File: config.mk
export PLATFORM = sky130hd
export DESIGN_NAME = desc_chain_walker
export DESIGN_NICKNAME = d
export VERILOG_FILES = /design/src/rtl/dwalk_pkg.sv /design/src/rtl/dwalk_addr_gen.sv /design/src/rtl/dwalk_len_acc.sv /design/src/rtl/desc_chain_walker.sv
export SDC_FILE = /design/constraint.sdc
export NUM_CORES = 1
export LEC_CHECK = 0
export BUFFER_PORTS_ARGS = -buffer_cell sky130_fd_sc_hd__buf_2
export CORE_ASPECT_RATIO = 0.8
export CORE_UTILIZATION = 53
export CTS_BUF_LIST = sky130_fd_sc_hd__clkbuf_4 sky130_fd_sc_hd__clkbuf_8
export DETAILED_ROUTE_END_ITERATION = 8
export PLACE_DENSITY = 0.85
export REMOVE_ABC_BUFFERS = 1
export SKIP_LAST_GASP = 1
export SLEW_MARGIN = 20
export SYNTH_ARGS = -nofsm -noshare
export SYNTH_HDL_FRONTEND = slang
export SYNTH_HIERARCHICAL = 1
export SYNTH_SLANG_ARGS = --single-unit
File: constraint.sdc
create_clock -name clk -period 3.12 [get_ports clk]
set_clock_uncertainty 0.05 [all_clocks]
set_input_delay 0.624 -clock clk [delete_from_list [all_inputs] [get_ports clk]]
set_output_delay 0.624 -clock clk [all_outputs]
set_load 0.01 [all_outputs]
File: src/rtl/dwalk_pkg.sv
package dwalk_pkg;
    typedef enum logic [2:0] {
        ST_IDLE,
        ST_LINK,
        ST_STAT,
        ST_CNT,
        ST_ADR,
        ST_ISSUE,
        ST_PAD,
        ST_WBACK
    } walk_state_e;

    localparam int RDY_HI_BIT = 13;
    localparam int RDY_LO_BIT = 12;
    localparam int CMPL_BIT   = 14;
    localparam int EOC_BIT    = 11;
    localparam int LAST_BIT   = 31;
endpackage

File: src/rtl/dwalk_addr_gen.sv
module dwalk_addr_gen
    import dwalk_pkg::*;
#(
    parameter int AW    = 16,
    parameter int IDX_W = 4
) (
    input  walk_state_e      st,
    input  logic [AW-1:0]    base,
    input  logic [IDX_W-1:0] idx,
    output logic [AW-1:0]    addr
);
    logic [AW-1:0] pair_off;

    assign pair_off = AW'(idx) << 1;

    always_comb begin
        case (st)
            ST_STAT, ST_WBACK: addr = base + AW'(1);
            ST_CNT:            addr = base + AW'(2) + pair_off;
            ST_ADR:            addr = base + AW'(3) + pair_off;
            default:           addr = base;
        endcase
    end
endmodule

File: src/rtl/dwalk_len_acc.sv
module dwalk_len_acc #(
    parameter int LEN_W     = 16,
    parameter int MAX_FRAGS = 10,
    parameter int MIN_FRAME = 64
) (
    input  logic             clk,
    input  logic             rst_n,
    input  logic             clr,
    input  logic             add_en,
    input  logic [LEN_W-1:0] add_len,
    output logic             short_after,
    output logic [LEN_W-1:0] pad_len
);
    localparam int SUM_W = LEN_W + $clog2(MAX_FRAGS + 1);

    logic [SUM_W-1:0] sum_q;
    logic [SUM_W-1:0] sum_plus;

    assign sum_plus    = sum_q + SUM_W'(add_len);
    assign short_after = sum_plus < SUM_W'(MIN_FRAME);
    assign pad_len     = LEN_W'(SUM_W'(MIN_FRAME) - sum_q);

    always_ff @(posedge clk or negedge rst_n) begin
        if (!rst_n)      sum_q <= '0;
        else if (clr)    sum_q <= '0;
        else if (add_en) sum_q <= sum_plus;
    end
endmodule

File: src/rtl/desc_chain_walker.sv
module desc_chain_walker
    import dwalk_pkg::*;
#(
    parameter int AW        = 16,
    parameter int LEN_W     = 16,
    parameter int MAX_FRAGS = 10,
    parameter int MIN_FRAME = 64
) (
    input  logic             clk,
    input  logic             rst_n,
    input  logic             start,
    input  logic [AW-1:0]    head_addr,
    input  logic             stop,
    input  logic             single_frag,
    output logic             rd_req,
    output logic [AW-1:0]    rd_addr,
    input  logic             rd_valid,
    input  logic [31:0]      rd_data,
    output logic             wr_en,
    output logic [AW-1:0]    wr_addr,
    output logic [31:0]      wr_data,
    output logic             frag_req,
    output logic [31:0]      frag_addr,
    output logic [LEN_W-1:0] frag_len,
    output logic             frag_pad,
    input  logic             frag_ack,
    output logic             frame_done,
    output logic             chain_end
);
    localparam int IDX_W = $clog2(MAX_FRAGS + 1);

    walk_state_e      state_q, state_d;
    logic [AW-1:0]    base_q;
    logic [31:0]      link_q;
    logic [31:0]      stat_q;
    logic             last_q;
    logic [LEN_W-1:0] len_q;
    logic [31:0]      fadr_q;
    logic [IDX_W-1:0] idx_q;
    logic             one_q;
    logic             stop_q;
    logic [AW-1:0]    gen_addr;
    logic             short_after;
    logic [LEN_W-1:0] pad_len;
    logic             frag_final;
    logic             desc_ready;
    logic             chain_over;

    assign desc_ready = rd_data[RDY_HI_BIT] & rd_data[RDY_LO_BIT];
    assign frag_final = one_q | last_q | (idx_q == IDX_W'(MAX_FRAGS - 1));
    assign chain_over = (link_q == 32'd0) | stat_q[EOC_BIT];

    dwalk_addr_gen #(.AW(AW), .IDX_W(IDX_W)) u_addr (
        .st   (state_q),
        .base (base_q),
        .idx  (idx_q),
        .addr (gen_addr)
    );

    dwalk_len_acc #(.LEN_W(LEN_W), .MAX_FRAGS(MAX_FRAGS), .MIN_FRAME(MIN_FRAME)) u_acc (
        .clk         (clk),
        .rst_n       (rst_n),
        .clr         (state_q == ST_STAT && rd_valid),
        .add_en      (state_q == ST_ISSUE && frag_ack),
        .add_len     (len_q),
        .short_after (short_after),
        .pad_len     (pad_len)
    );

    // state register
    always_ff @(posedge clk or negedge rst_n) begin
        if (!rst_n) state_q <= ST_IDLE;
        else        state_q <= state_d;
    end

    // next state
    always_comb begin
        state_d = state_q;
        unique case (state_q)
            ST_IDLE:  if (start) state_d = ST_LINK;
            ST_LINK:  if (rd_valid) state_d = ST_STAT;
            ST_STAT:  if (rd_valid) state_d = desc_ready ? ST_CNT : ST_IDLE;
            ST_CNT:   if (rd_valid) state_d = ST_ADR;
            ST_ADR:   if (rd_valid) state_d = ST_ISSUE;
            ST_ISSUE: if (frag_ack) begin
                if (!frag_final)     state_d = ST_CNT;
                else if (short_after) state_d = ST_PAD;
                else                 state_d = ST_WBACK;
            end
            ST_PAD:   if (frag_ack) state_d = ST_WBACK;
            ST_WBACK: state_d = (chain_over || stop_q) ? ST_IDLE : ST_LINK;
        endcase
    end

    // descriptor fields and walk context
    always_ff @(posedge clk or negedge rst_n) begin
        if (!rst_n) begin
            base_q <= '0;
            link_q <= '0;
            stat_q <= '0;
            last_q <= 1'b0;
            len_q  <= '0;
            fadr_q <= '0;
            idx_q  <= '0;
            one_q  <= 1'b0;
            stop_q <= 1'b0;
        end else begin
            if (state_q == ST_IDLE) begin
                if (start) begin
                    base_q <= head_addr;
                    one_q  <= single_frag;
                    stop_q <= 1'b0;
                end
            end else if (stop) begin
                stop_q <= 1'b1;
            end
            if (state_q == ST_LINK && rd_valid) link_q <= rd_data;
            if (state_q == ST_STAT && rd_valid) begin
                stat_q <= rd_data;
                idx_q  <= '0;
            end
            if (state_q == ST_CNT && rd_valid) begin
                last_q <= rd_data[LAST_BIT];
                len_q  <= rd_data[LEN_W-1:0];
            end
            if (state_q == ST_ADR && rd_valid) fadr_q <= rd_data;
            if (state_q == ST_ISSUE && frag_ack && !frag_final) idx_q <= idx_q + IDX_W'(1);
            if (state_q == ST_WBACK && !chain_over && !stop_q) base_q <= link_q[AW-1:0];
        end
    end

    // outputs
    always_comb begin
        rd_req     = 1'b0;
        rd_addr    = gen_addr;
        wr_en      = 1'b0;
        wr_addr    = gen_addr;
        wr_data    = {stat_q[31:16], stat_q[15:0] | 16'(1 << CMPL_BIT)};
        frag_req   = 1'b0;
        frag_addr  = fadr_q;
        frag_len   = len_q;
        frag_pad   = 1'b0;
        frame_done = 1'b0;
        chain_end  = 1'b0;
        unique case (state_q)
            ST_IDLE:  ;
            ST_LINK, ST_CNT, ST_ADR: rd_req = 1'b1;
            ST_STAT: begin
                rd_req    = 1'b1;
                chain_end = rd_valid & ~desc_ready;
            end
            ST_ISSUE: frag_req = 1'b1;
            ST_PAD: begin
                frag_req  = 1'b1;
                frag_pad  = 1'b1;
                frag_addr = '0;
                frag_len  = pad_len;
            end
            ST_WBACK: begin
                wr_en      = 1'b1;
                frame_done = 1'b1;
                chain_end  = chain_over;
            end
        endcase
    end

    a_r1_one_activity: assert property (@(posedge clk) disable iff (!rst_n)
        $onehot0({rd_req, wr_en, frag_req}));

    a_r2_read_hold: assert property (@(posedge clk) disable iff (!rst_n)
        rd_req && !rd_valid |=> rd_req && $stable(rd_addr));

    a_r3_frag_hold: assert property (@(posedge clk) disable iff (!rst_n)
        frag_req && !frag_ack |=> frag_req && $stable(frag_addr) && $stable(frag_len) && $stable(frag_pad));

    a_r6_wback_flags: assert property (@(posedge clk) disable iff (!rst_n)
        wr_en |-> wr_data[CMPL_BIT] && wr_data[RDY_HI_BIT] && wr_data[RDY_LO_BIT] && frame_done);

    a_r10_pad_len: assert property (@(posedge clk) disable iff (!rst_n)
        frag_req && frag_pad |-> frag_len != '0 && frag_len <= LEN_W'(MIN_FRAME));

    a_r7_end_idle: assert property (@(posedge clk) disable iff (!rst_n)
        chain_end |=> !rd_req && !frag_req && !wr_en);
endmodule

# Word level (Yosys, flattened, before mapping)
# Index checks and enable logic that the tools add are counted.
[word_totals]
ff_bits = 158
latchBits = 0
ramBits = 0
mem_bits_ro = 0
input_bits = 55
output_inout_bits = 118
word_cells = 97
mem_count = 0
[classes]
addsub = 8
n_mul = 0
div_mod_pow = 0
order_cmp = 1
eq_ne = 15
shift = 0
mux = 30
bitwise = 6
reduce_logical = 26
[op_table]
columns = ["operator", "count"]
rows = [
  ["$mux 16", 4],
  ["$pmux 16 s3", 1],
  ["$mux 20", 2],
  ["$add 16x2->16 const B", 2],
  ["$add 16x5->16", 2],
  ["$logic_not 32->1", 1],
  ["$mux 32", 1],
  ["$mux 3", 8],
  ["$pmux 3 s8", 1],
  ["$add 20x16->20", 1],
  ["$lt 20x7->1 const B", 1],
  ["$add 16x1->16 const B", 1],
  ["$sub 7x16->16 const A", 1],
  ["$ne 2x2->1 const B", 7],
  ["$eq 3x3->1 const B", 4],
  ["$reduce_bool 2->1", 5],
  ["$mux 1", 9],
  ["$logic_and 1x1->1", 8],
  ["$mux 4", 2],
  ["$reduce_and 7->1", 1],
  ["$eq 3x2->1 const B", 2],
  ["$reduce_and 2->1", 3],
  ["$add 4x1->4 const B", 1],
  ["$eq 4x4->1 const B", 1],
  ["11 further kinds", 17],
]

# Depth between registers and ports, before layout
# Gate-level depths: netlist (run 1).
[logic_depth]
depth_word = 7
ltp_mapped = 13
depth_no_buf = 12

# Cells and area by module
# The synthesis (run 1) kept the hierarchy.
[by_module_without_submodules]
columns = ["module", "instances", "cells_per_inst", "area_each_um2"]
rows = [
  ["desc_chain_walker", 1, 509, 6301.0],
  ["dwalk_len_acc", 1, 240, 2018.2],
  ["dwalk_addr_gen", 1, 169, 1131.1],
]

# Least setup slack after synthesis (run 1)
# Ideal clock, no wire load.
[synth_path]
path_kind = "flip-flop to output port"
from = "register base_q[1]"
to = "output wr_addr[13]"
arrival_ns = 2.572
t_required_ns = 2.446
path_slack_ns = -0.126
path_stages_with_launch = 14
path_buffers = 1
path_cell_list = "dfrtp_1 inv_1 ha_1 inv_1 ha_1 inv_1 fa_1 inv_1 a21oi_1 o21bai_1 a31oi_1 nor4_2 xor2_1 buf_4"
[synth_via]
elab_chain_len = 3
[synth_lines]
columns = ["element", "line_no", "rtl"]
rows = [
  ["from (decl)", "desc_chain_walker.sv:33", "logic [AW-1:0] base_q;"],
  ["from (signal assigned)", "desc_chain_walker.sv:110", "base_q <= head_addr;"],
  ["from (signal assigned)", "desc_chain_walker.sv:128", "if (state_q == ST_WBACK && !chain_over && !stop_q) base_q <= link_q[AW-1:0];"],
  ["$add 16x2->16, on equally long branches", "dwalk_addr_gen.sv:20, dwalk_addr_gen.sv:19", ""],
  ["$add 16x5->16, on equally long branches", "dwalk_addr_gen.sv:20, dwalk_addr_gen.sv:19", ""],
  ["$pmux 16 s3 (*)", "dwalk_addr_gen.sv:17", "case (st)"],
  ["to (decl)", "desc_chain_walker.sv:20", "output logic [AW-1:0] wr_addr,"],
]
# Every way passes the cells marked *; elsewhere a longest branch is shown, timed or not.

# Worst setup path in the final report (run 1)
[layout_path]
from = "register idx_q[0]"
to = "output wr_addr[13]"
[layout_via]
elab_chain_len = 2
[layout_lines]
columns = ["element", "line_no", "rtl"]
rows = [
  ["from (decl)", "desc_chain_walker.sv:39", "logic [IDX_W-1:0] idx_q;"],
  ["from (signal assigned)", "desc_chain_walker.sv:127", "if (state_q == ST_ISSUE && frag_ack && !frag_final) idx_q <= idx_q + IDX_W'(1);"],
  ["$add 16x5->16, on equally long branches", "dwalk_addr_gen.sv:20, dwalk_addr_gen.sv:19", ""],
  ["$pmux 16 s3 (*)", "dwalk_addr_gen.sv:17", ""],
]
# Marks and branches as above.

==> impl_metrics.tcl, run 1 <==
set metrics [dict create \
    finalCritPeriodShare_pct 113 \
    syn_avg_cell_area_um2 10.3 \
    crit_path_top_delay_cell "dfrtp_1" \
    antenna_left 0 \
    yosys.area_share.simple_pct 16.9 \
    hold_class "primary input to async pin" \
    seq_area_frac_synth_pct 41.6 \
    num_vias 7968 \
    io_buffers 171 \
    slew_headroom_pct 49.2 \
    drive_above_1_share_pct 43.2 \
    crit_type "register to primary output" \
    initial_utilization_pct 54.4 \
    final_max_slew_viol_count 0 \
    vias_per_cell 5.81 \
    synthesis.area_mm2 0.00945 \
    yosysWarnings 6 \
    firstDrtPassIters 6 \
    synthXorXnorAreaFrac_pct 3.80 \
    synth_top_flop_cell "dfrtp_1" \
    rows 43 \
    place_congestion 0.912 \
    die_w_um 151 \
    critical-path-top-delay-family "adder cells" \
    fin_total_pwr_w 0.0140 \
    die_h_um 121 \
    seq_area_mm2 0.00393 \
    cp_max_fo 2 \
    drtIter0Drc 543 \
    outcome "finished with violations" \
    grtUsageTotal_pct 29.2 \
    crit_path_end_kind "primary output" \
    yosysTopAreaCellShare_pct 41.6 \
    dieArea_mm2 0.0184 \
    cts.sinks 157 \
    cap_viol_max_count 0 \
    root_buffer "clkbuf_8" \
    synth_top_cells_by_count "dfrtp_1 (157), nand2_1 (125), mux2_2 (108), nor2_1 (51), and2_1 (38)" \
    fin_util_pct 67.4 \
    ys_types 74 \
    rsz0062_at_grt "yes" \
    ys_ff_latch 157 \
    wire_per_inst_um 19.0 \
    clk_pin_slew_ns 0.09 \
    diodes 0 \
    failed_checks "setup timing" \
    cts_tree "built" \
    synth_area_leaders "dfrtp_1 (42%), mux2_2 (13%), nand2_1 (5.0%)" \
    worstMarginPinSlew_ns 0.758 \
    clk-insertion-delay-late_ns 0.48 \
    coreArea_mm2 0.0174 \
    synth_edf_count 0 \
    routed_wl_um 26100 \
    setup_ws_ns -0.403 \
    power_density_mw_per_mm2 1200 \
    clockBufferDepth 2 \
    grt_max_degree 73 \
    cts-htree-levels 4 \
    cp.required_ns 2.45 \
    fmax_mhz 284 \
    path_buf_inv 5 \
    hold_viol_final 0 \
    dp_hpwl_um 18100 \
    async_flop_share_pct 100 \
    yosys.area.top_type "dfrtp_1" \
    cpMostUsedCell "inv_2" \
    yosys.area_share.adder_pct 4.40 \
    grt_pass1_vias 7873 \
    finalSetupViolCount 24 \
    synth_top_family_by_area "multiplexers" \
    worstPathArrival_ns 2.85 \
    finalCriticalPeriod_ns 3.52 \
    worst_ir_drop_vdd_mv 0.513 \
    drc_errors 0 \
    syn_to_final_growth_pct 23.9 \
    crit_chain "inv_2 -> ha_4 -> inv_4 -> ha_4 -> inv_2 -> fa_2 -> inv_2 -> a21oi_2 -> o21bai_1 -> a31oi_2 -> nor4_2 -> xor2_1 -> buf_2" \
    io_pins 173 \
    dp_worst_setup_slack_ns -0.111 \
    fill_cells 1288 \
    p_leak_nw 5.59 \
    antenna_found_initial 2 \
    syn_inst 918 \
    dpl.cell_count 1316 \
    overflow 0 \
    yosysMostFrequentCell "dfrtp_1" \
    nets 1221 \
    crit_path_max_incr_delay_ns 0.39 \
    synthMuxAreaShare_pct 18.3 \
    grt_pass1_wl_um 41000 \
    multi_input_area_mm2 0.00543 \
    final_cells 1371 \
    cp-start-kind "register" \
    timing.hold.ws_ns 0.0578 \
    synth-compound-area-share_pct 10.0 \
    numCtsBuffers 17 \
]
-- timing repair --
item,CTS,global route
pin swaps,36,29
endpoints found under the setup margin,35,57
resized for setup,63,32
setup buffers,17,7
hold buffers,0,0
-- state kept, by name, indices dropped and copies added (netlist names) --
register     cells
u_acc/sum_q     20
base_q          16
stat_q          31
idx_q            4
fadr_q          32
link_q          32
len_q           16
last_q           1
state_q          3
one_q            1
stop_q           1
-- kinds of logic (layout without fill, tap and decap cells) --
family,after synthesis,in the layout
buffers and inverters,84,312
other,1,1
AOI/OAI and AO/OA,136,136
xor gates and xnor gates,41,41
DFF,157,157
and+or+nand+nor,318,318
muxes,149,149
adders and majority gates,32,32
-- metal layers --
| metal | vias to the layer above | GRT usage, % | wire [um] |
|---|---|---|---|
| met4 | 4 | 9.69 | 473 |
| met5 | - | 0 | 29 |
| met1 | 3915 | 39.5 | 11700 |
| met3 | 42 | 7.74 | 1880 |
| met2 | 350 | 45.3 | 12100 |
| li1 | 3657 | - | - |
-- stage by stage --
stage               area, um^2  TNS [ns]
finish                   11700     -6.15
global route             11700    -10.12
CTS                      11500     -6.23
detailed placement       10700    -0.260
global placement         10700   -0.0304
floorplan                 9070   -0.0908
-- cell usage in the layout (no fill, tap or decap), types with 16 or more instances in the layout --
cell type	count
mux2i_1	16
nand2_1	122
xnor2_1	23
a21oi_1	24
xor2_1	18
mux2_4	21
nand3_1	16
nor2_1	47
buf_2	167
ha_1	17
buf_4	75
mux2_2	106
inv_1	18
o21ai_0	20
dfrtp_1	155
clkbuf_8	19
and2_1	38
-- final timing paths --
check | start | endpoint | slack [ns] | cells past startpoint
min in group clk | rd_data[24] | stat_q[24] | 0.31 | 3
worst max register to register | u_acc/sum_q[2] | state_q[0] | 0.04 | 12
worst max-delay path | idx_q[0] | wr_addr[13] | -0.40 | 13
worst min-delay path | rst_n | u_acc/sum_q[11] | 0.06 | 1
worst min register to register | stat_q[12] | stat_q[12] | 0.42 | 2
max in group asynchronous | rst_n | u_acc/sum_q[1] | 2.18 | 2
-- power breakdown --
group          internal (W)  switching (W)
Sequential          0.00300       0.000818
Clock              0.000686       0.000802
Combinational       0.00432        0.00442
-- worst register-to-register path, delay by kind of cell, from the launching register on --
kind	cells	cell delay [ns]
AOI/OAI and AO/OA	7	1.46
DFF	1	0.41
muxes	1	0.32
and+or+nand+nor	2	0.28
adders and majority gates	1	0.25
buffers and inverters	1	0.16
-- final cells by class --
class	count	area share (%)
clock buffers	20	2.30
inverters	25	0.844
repair buffers	256	13.6
multi-input cells	677	46.4
clock inverters	11	0.930
well taps	225	2.40
flip-flops and latches	157	33.6
Note: power is estimated with default switching activity, not from simulation.
==> run 2: changes to the inputs <==
Settings changed: ABC_CLOCK_PERIOD_IN_PS from default to 3120, CORE_ASPECT_RATIO 0.8 to 0.5.
==> run 2 against run 1 <==
Effect of this change: the flow still finishes with violations (setup timing); largest power group unchanged; power fell by 0.24%; sequential power is essentially flat; flip-flop and latch count unchanged; die area is 0.15% higher; clock power is 5% higher.
==> impl_metrics.tcl, run 2 (same netlist as run 1, synthesis figures left out) <==
set metrics [dict create \
    outcome "finished with violations" \
    failed_checks "setup timing" \
    io_buffers 171 \
    dp_hpwl_um 17800 \
    antenna_found_initial 0 \
    num_vias 8040 \
    io_pins 173 \
    routed_wl_um 26300 \
    final_cells 1381 \
    grtUsageTotal_pct 27.9 \
    cts_tree "built" \
    final_max_slew_viol_count 0 \
    power_frac_comb_pct 61.7 \
    finalCriticalPeriod_ns 3.52 \
    crit_chain "inv_2 -> ha_4 -> inv_4 -> ha_4 -> inv_2 -> fa_2 -> buf_6 -> o22a_1 -> nor2_2 -> a32oi_1 -> a21oi_1 -> xor2_1 -> buf_2" \
    sw_frac_of_total_pct 43.1 \
    worst_ir_drop_vdd_mv 0.495 \
    finalSetupViolCount 26 \
    cts-htree-levels 4 \
    clockBufferDepth 2 \
    drive_above_1_share_pct 43.6 \
    final_cell_mix "buf_2 (170), dfrtp_1 (156), nand2_1 (121)" \
    p_sw_w 0.00604 \
    cts.sinks 157 \
    power_density_mw_per_mm2 1200 \
    grt_pass1_wl_um 39600 \
    timing.hold.ws_ns 0.115 \
    cap_viol_max_count 0 \
    clkPwrFrac_pct 11.2 \
    initial_utilization_pct 54.3 \
    fmax_mhz 284 \
    wire_per_inst_um 19.1 \
    crit_path_top_delay_cell "dfrtp_1" \
    top_regs "fadr_q (32), link_q (32), stat_q (31)" \
    seq_area_mm2 0.00393 \
    drc_errors 0 \
    dpl.cell_count 1320 \
    clk_pin_slew_ns 0.10 \
    rows 34 \
    seq_power_share_pct 27.1 \
    crit_path_max_incr_delay_ns 0.40 \
    final_common_cell "buf_2" \
    fill_cells 1258 \
    vias_per_cell 5.82 \
    grt_max_degree 72 \
    p_leak_nw 5.61 \
    numCtsBuffers 17 \
    overflow 0 \
    setup_ws_ns -0.399 \
    drtIter0Drc 598 \
    diodes 0 \
    dieArea_mm2 0.0184 \
    die_w_um 191 \
    worstMarginPinSlew_ns 0.718 \
    cp-start-kind "register" \
    multi_input_area_mm2 0.00541 \
    grt_pass1_vias 7733 \
    slew_headroom_pct 51.9 \
    finalCritPeriodShare_pct 113 \
    firstDrtPassIters 6 \
    hold_class "primary input to async pin" \
    worstPathArrival_ns 2.85 \
    clk-insertion-delay-late_ns 0.45 \
    die_h_um 96.4 \
    ctsHoldBuffers 0 \
    cellInternalPower_w 0.00797 \
    place_congestion 0.906 \
    coreArea_mm2 0.0174 \
    cp.required_ns 2.45 \
    crit_path_end_kind "primary output" \
    root_buffer "clkbuf_8" \
    syn_to_final_growth_pct 23.8 \
    cp_max_fo 2 \
    crit_type "register to primary output" \
    antenna_left 0 \
    rsz0062_at_grt "yes" \
    hold_viol_final 0 \
    nets 1222 \
]
run 2: layer usage:
metal | vias to the layer above | wire length (um) | track usage, %
met5 | - | 0 | 0
met4 | 0 | 711 | 11.7
met3 | 65 | 1570 | 3.90
met2 | 363 | 12900 | 48.3
met1 | 3948 | 11100 | 35.7
li1 | 3664 | - | -
run 2: power by group through the flow:
stage	logic [W]	clock network, W	registers, W
after floorplan	0.00473	0	0.00377
after CTS	0.00807	0.00159	0.00378
after global routing	0.00935	0.00167	0.00393
final	0.00864	0.00157	0.00380
after detailed placement	0.00745	0	0.00379
after global placement	0.00726	0	0.00373
run 2: final timing paths:
kind,startpoint,to,slack [ns],depth (start not counted)
max,base_q[1],wr_addr[15],-0.40,13
min,rst_n,base_q[0],0.11,1
max reg2reg,u_acc/sum_q[0],state_q[0],-0.03,12
min reg2reg,stat_q[15],stat_q[15],0.42,2
max in group asynchronous,rst_n,link_q[21],2.07,2
min in group clk,rd_data[25],stat_q[25],0.35,3
run 2: worst max-delay path: cells and delay by family, from the launching register on:
family	cells	cell delay, ns
fa+ha+maj	3	0.72
compound gates	3	0.45
buf+inv	5	0.48
flops	1	0.40
simple gates	1	0.14
xor+xnor	1	0.22
run 2: cell type report:
class                   count  area share, %
clock buffers              20           2.30
clock inverters            11           1.17
inverters                  25          0.845
multi-input cells         677           46.2
flip-flops and latches    157           33.6
well taps                 234           2.50
repair buffers            257           13.4
run 2: through the flow:
stage	total power [W]	setup WS, ns	setup TNS [ns]	cell area [um^2]	util [%]
global route	0.0149	-0.567	-9.64	11700	67.3
CTS	0.0134	-0.460	-5.10	11500	66.0
floorplan	0.00850	-0.0454	-0.0908	9070	-
global placement	0.0110	0.00111	0	10700	61.5
finish	0.0140	-0.399	-6.08	11700	67.3
detailed placement	0.0112	-0.103	-0.546	10700	61.5
run 2: repair_timing:
item                       in CTS  in global routing
buffers inserted               21                 10
setup endpoints to repair      34                 72
gates resized for setup        52                 33
pin swaps                      31                 34
